File: src/rtl/tm_pkg.sv
package tm_pkg;

    typedef enum logic {
        MK_EDGE  = 1'b0,
        MK_LEVEL = 1'b1
    } match_kind_e;

    typedef struct packed {
        logic armed;
        logic seen;
        logic pulse;
    } tm_ctrl_t;

    function automatic logic level_hit(input logic cur, input logic pol);
        return pol ? cur : ~cur;
    endfunction

    function automatic logic edge_hit(input logic prev, input logic cur,
                                      input logic pol);
        return pol ? (prev & ~cur) : (~prev & cur);
    endfunction

endpackage

File: src/rtl/tm_sample_hist.sv
module tm_sample_hist #(
    parameter int W = 16
) (
    input  logic         clk,
    input  logic         rst_n,
    input  logic         arm_i,
    input  logic         smp_en_i,
    input  logic [W-1:0] din_i,
    output logic [W-1:0] prev_o,
    output logic         prev_vld_o
);

    typedef struct packed {
        logic [W-1:0] prev;
        logic         vld;
    } hist_t;

    hist_t st_d, st_q;

    always_comb begin
        st_d = st_q;
        if (arm_i) begin
            st_d.vld = 1'b0;
        end else if (smp_en_i) begin
            st_d.prev = din_i;
            st_d.vld  = 1'b1;
        end
    end

    always_ff @(posedge clk or negedge rst_n) begin
        if (!rst_n) st_q <= '0;
        else        st_q <= st_d;
    end

    assign prev_o     = st_q.prev;
    assign prev_vld_o = st_q.vld;

    assert_hist_load_R4: assert property (@(posedge clk) disable iff (!rst_n)
        (smp_en_i && !arm_i) |=> (prev_vld_o && prev_o == $past(din_i)));

    assert_arm_clears_hist_R8: assert property (@(posedge clk) disable iff (!rst_n)
        arm_i |=> !prev_vld_o);

    assert_hist_hold_R10: assert property (@(posedge clk) disable iff (!rst_n)
        (!smp_en_i && !arm_i) |=> ($stable(prev_o) && $stable(prev_vld_o)));

endmodule

File: src/rtl/tm_chan_match.sv
module tm_chan_match
    import tm_pkg::*;
(
    input  logic cur_i,
    input  logic prev_i,
    input  logic prev_vld_i,
    input  logic lvl_i,
    input  logic pol_i,
    input  logic part_i,
    output logic ok_o
);

    match_kind_e kind;
    logic        hit;

    always_comb begin
        kind = match_kind_e'(lvl_i);
        unique case (kind)
            MK_LEVEL: hit = level_hit(cur_i, pol_i);
            MK_EDGE:  hit = prev_vld_i & edge_hit(prev_i, cur_i, pol_i);
            default:  hit = 1'b0;
        endcase
        ok_o = hit | ~part_i;
    end

endmodule

File: src/rtl/tm_trig_ctrl.sv
module tm_trig_ctrl
    import tm_pkg::*;
(
    input  logic clk,
    input  logic rst_n,
    input  logic arm_i,
    input  logic smp_en_i,
    input  logic any_part_i,
    input  logic all_ok_i,
    output logic pulse_o,
    output logic seen_o
);

    tm_ctrl_t ctl_d, ctl_q;

    always_comb begin
        ctl_d       = ctl_q;
        ctl_d.pulse = 1'b0;
        if (arm_i) begin
            ctl_d.armed = 1'b1;
            ctl_d.seen  = 1'b0;
        end else if (ctl_q.armed && !ctl_q.seen && smp_en_i &&
                     any_part_i && all_ok_i) begin
            ctl_d.pulse = 1'b1;
            ctl_d.seen  = 1'b1;
        end
    end

    always_ff @(posedge clk or negedge rst_n) begin
        if (!rst_n) ctl_q <= '0;
        else        ctl_q <= ctl_d;
    end

    assign pulse_o = ctl_q.pulse;
    assign seen_o  = ctl_q.seen;

    assert_pulse_one_cycle_R9: assert property (@(posedge clk) disable iff (!rst_n)
        pulse_o |=> !pulse_o);

    assert_flag_sticky_R9: assert property (@(posedge clk) disable iff (!rst_n)
        (seen_o && !arm_i) |=> seen_o);

    assert_flag_rises_with_pulse_R9: assert property (@(posedge clk) disable iff (!rst_n)
        $rose(seen_o) |-> pulse_o);

    assert_arm_discards_R11: assert property (@(posedge clk) disable iff (!rst_n)
        arm_i |=> (!seen_o && !pulse_o));

    assert_pulse_needs_strobe_R10: assert property (@(posedge clk) disable iff (!rst_n)
        pulse_o |-> $past(smp_en_i));

endmodule

File: src/rtl/trig_matcher.sv
module trig_matcher #(
    parameter int NCH = 16
) (
    input  logic           clk,
    input  logic           rst_n,
    input  logic           arm_i,
    input  logic           smp_en_i,
    input  logic [NCH-1:0] din_i,
    input  logic [NCH-1:0] act_mask_i,
    input  logic [NCH-1:0] en_mask_i,
    input  logic [NCH-1:0] lvl_mask_i,
    input  logic [NCH-1:0] pol_mask_i,
    output logic           trig_pulse_o,
    output logic           triggered_o
);

    localparam int CW = NCH;

    logic [CW-1:0] prev_q;
    logic          prev_vld_q;
    logic [CW-1:0] part;
    logic [CW-1:0] ok_vec;
    logic          any_part;
    logic          all_ok;

    tm_sample_hist #(.W(CW)) hist_i (
        .clk        (clk),
        .rst_n      (rst_n),
        .arm_i      (arm_i),
        .smp_en_i   (smp_en_i),
        .din_i      (din_i),
        .prev_o     (prev_q),
        .prev_vld_o (prev_vld_q)
    );

    assign part = en_mask_i & act_mask_i;

    for (genvar c = 0; c < CW; c++) begin : g_chan
        tm_chan_match match_i (
            .cur_i      (din_i[c]),
            .prev_i     (prev_q[c]),
            .prev_vld_i (prev_vld_q),
            .lvl_i      (lvl_mask_i[c]),
            .pol_i      (pol_mask_i[c]),
            .part_i     (part[c]),
            .ok_o       (ok_vec[c])
        );
    end

    assign any_part = |part;
    assign all_ok   = &ok_vec;

    tm_trig_ctrl ctrl_i (
        .clk        (clk),
        .rst_n      (rst_n),
        .arm_i      (arm_i),
        .smp_en_i   (smp_en_i),
        .any_part_i (any_part),
        .all_ok_i   (all_ok),
        .pulse_o    (trig_pulse_o),
        .seen_o     (triggered_o)
    );

    assert_empty_mask_quiet_R7: assert property (@(posedge clk) disable iff (!rst_n)
        ((en_mask_i & act_mask_i) == '0) |=> !trig_pulse_o);

    assert_outputs_known_R1: assert property (@(posedge clk) disable iff (!rst_n)
        !$isunknown({trig_pulse_o, triggered_o}));

endmodule

File: config.mk
export PLATFORM = sky130hd
export DESIGN_NAME = trig_matcher
export DESIGN_NICKNAME = d
export VERILOG_FILES = /design/src/rtl/tm_pkg.sv /design/src/rtl/tm_sample_hist.sv /design/src/rtl/tm_chan_match.sv /design/src/rtl/tm_trig_ctrl.sv /design/src/rtl/trig_matcher.sv
export SDC_FILE = /design/constraint.sdc
export NUM_CORES = 1
export LEC_CHECK = 0
export BUFFER_PORTS_ARGS = -buffer_cell sky130_fd_sc_hd__buf_4
export CORE_AREA = 3 3 62 64
export CTS_CLUSTER_SIZE = 14
export DETAILED_ROUTE_END_ITERATION = 10
export DIE_AREA = 0 0 65 67
export PLACE_DENSITY = 0.86
export SLEW_MARGIN = 30
export SYNTH_ARGS = -nofsm -noshare
export SYNTH_HDL_FRONTEND = slang
export SYNTH_SLANG_ARGS = --single-unit
File: constraint.sdc
create_clock -name clk -period 4.2 [get_ports clk]
set_input_delay 0.21 -clock clk [delete_from_list [all_inputs] [get_ports clk]]
set_output_delay 0.21 -clock clk [all_outputs]
set_load 0.05 [all_outputs]
==> run summary <==
Final setup viols: 0
# DRC: 0
Commonest non-fill, non-tap cells in the layout: buf_4, nand2_1, dfrtp_1, mux2_2, xnor2_1
Largest net degree at the start of global routing: 21
Hold WC Path Type: in2reg
DR WL/cell: 14.52 um
Root Buffer: clkbuf_4
Cell-internal power: 382.9 uW
Post-synth top area cell: dfrtp_1
Drt pass-1 iters: 4
Area grow syn2layout: 46.91%
HPWL Detailed: 3637 um
Antenna cells: 0
RD Place Congestion: 0.8362
Main synth FF type: dfrtp_1
CTS Buffer Depth: 2
Worst setup SP type: flop
Setup TNS: 0 ns
CTS tree: built
EDFF count, synth: 0
Status: complete, no violations
Fmax: 509.5 MHz
Die X: 65 um
Data required time of the critical path: 4.42 ns
Ports: 86
Die ar.: 4355 um2
#FFs+latches synth: 20
Vias in the first global route: 1579
Seq pwr share: 43.7%
Switching Fraction: 28.80%
Postcts setup bufs: 0
Final Net Count: 344
Layout cells sized above 1: 42.08%
Chip Height: 67 um
Leak: 1.027 nW
Mapped Cells: 172
First-pass GRT wire length: 6851 um
Yosys cell types: 33
Slew @ Worst Pin: 0.9051 ns
Period Utilization, post-route: 46.73%
Syn Area/Cell: 9.071 um2
Min Clock Period, post-route: 1.963 ns
Crit Path Class: reg2reg
Most common cell after layout, fill and taps aside: buf_4
Gr usage total: 20.53%
# fillers: 271
Ys Warns: 0
Count of final max-slew check failures: 0
RSZ-0062 raised after global routing: false
Pwr dens: 234.6 nW/um2
Max_cap viols: 0
Hold WS: 0.06596 ns
Initial core utilization: 46.76%
Dpl cells: 300
I/O Buffers: 85
Async SR Flop Fraction: 100.0%
Worst endpoint data arrival time: 2.18 ns
Site Rows: 21
Clock skew: 0.002808 ns
Fin. Hold Viols: 0
Top fanout value on the critical path: 18
Rel. slew slack: 39.39%
Kind of end point of the critical path: flop
Skew-Pair Late Insertion Delay: 0.31 ns
Combinational Power Share: 34.8%
Post-cts resize count: 0
Routed via count: 1660
Seq/Total Area, Yosys: 32.08%
Drt total wl: 4429 um
Top post-synthesis cells by area: dfrtp_1, mux2_2, xnor2_1
P_sw: 154.9 uW
1st-iter DRT viols: 80
Area of the core: 3337 um2
ANT nets after route: 0
H-tree depth: 1
Global route overflow: 0
TritonCTS sink count: 20
Post-Layout Cell Count: 305
Via density: 5.443
Total CTS buffers: 3
Synthesized area: 1560 um2
Post-synthesis net count: 256
Antenna violations before repair: 0
Reg clk slew, reported paths: 0.11 ns
Maximum vdd drop: 0.0002012 V
Share of the synthesized area in the top cell type: 32.08%
Clock power frac: 21.5%
==> critical path, cell delays in order (launching register included) <==
cell	delay (ns)
dfrtp_1	0.66
or4b_1	0.49
and3_1	0.20
o21bai_1	0.15
nand4_1	0.16
o41ai_2	0.22
==> metrics by stage <==
stage,total power [mW],util (%),setup WS [ns],area (um2)
floorplan,0.3240,-,2.548,1560
CTS,0.5395,68.69,2.268,2292
finish,0.5378,68.69,2.237,2292
global route,0.5681,68.69,2.100,2292
detailed placement,0.4236,67.30,2.304,2246
global placement,0.4167,67.30,2.357,2246
==> timing repair <==
item,in CTS,in global routing
endpoints found under the hold margin,20,0
setup endpoints to repair,0,0
hold buffers,1,0
==> layer usage <==
| metal | vias up | global-route usage (%) | wire length (um) |
|---|---|---|---|
| met4 | 0 | 5.805 | 47 |
| met1 | 767 | 25.52 | 1826 |
| li1 | 819 | - | - |
| met5 | - | 0 | 0 |
| met2 | 68 | 35.89 | 2193 |
| met3 | 6 | 4.047 | 361 |
==> power groups by stage <==
stage | sequential [mW] | clock (mW) | combinational, mW
after floorplan | 0.233 | 0 | 0.0909
after global placement | 0.236 | 0 | 0.180
after detailed placement | 0.238 | 0 | 0.185
after CTS | 0.235 | 0.118 | 0.187
after global routing | 0.239 | 0.125 | 0.204
final | 0.235 | 0.116 | 0.187
==> synthesized netlist by cell type, types with 2 or more instances <==
library cell / number
a21oi_1: 5
a221oi_1: 8
a22oi_1: 4
and3b_1: 5
dfrtp_1: 20
mux2_2: 16
nand2_1: 27
nand2b_1: 11
nand3b_1: 3
nand4_1: 4
nor2_1: 2
nor2b_1: 14
nor3_1: 2
nor3b_1: 5
o21ai_0: 5
o22ai_1: 10
xnor2_1: 15
==> cells by family (layout without fill, tap and decap cells) <==
logic type | after synthesis | count (layout) | share of synthesized area [%]
simple gates | 80 | 80 | 29.59
compound gates | 38 | 38 | 17.56
buf+inv | 3 | 90 | 0.8012
xor+xnor | 15 | 15 | 8.420
mux | 16 | 16 | 11.55
flops | 20 | 20 | 32.08
==> worst paths after layout <==
check                             startpoint                 to  slack [ns]  cells after the start
setup / recovery           hist_i.prev_vld_o      ctrl_i.seen_o        2.24                      5
min in group asynchronous              rst_n  hist_i.prev_o[11]        0.31                      2
max in group asynchronous              rst_n  hist_i.prev_o[13]        3.68                      2
hold reg to reg              ctrl_i.ctl_q[2]    ctrl_i.ctl_q[2]        0.49                      1
hold / removal                         arm_i  hist_i.prev_vld_o        0.07                      2
setup reg to reg           hist_i.prev_vld_o      ctrl_i.seen_o        2.24                      5
==> registers in the layout (all words and copies together), names as in the netlist <==
name               flops
ctrl_i.ctl_q           1
hist_i.prev_vld_o      1
ctrl_i.pulse_o         1
hist_i.prev_o         16
ctrl_i.seen_o          1
==> final cells by class <==
cell class	instances	area, um2	share of cell area (%)
timing repair buffer	86	648.1	28.28
sequential	20	500.5	21.83
clock buffer	4	36.28	1.583
multi-input combinational	149	1050	45.80
tap	46	57.56	2.511
No activity file was read; power rests on OpenSTA's default activity.
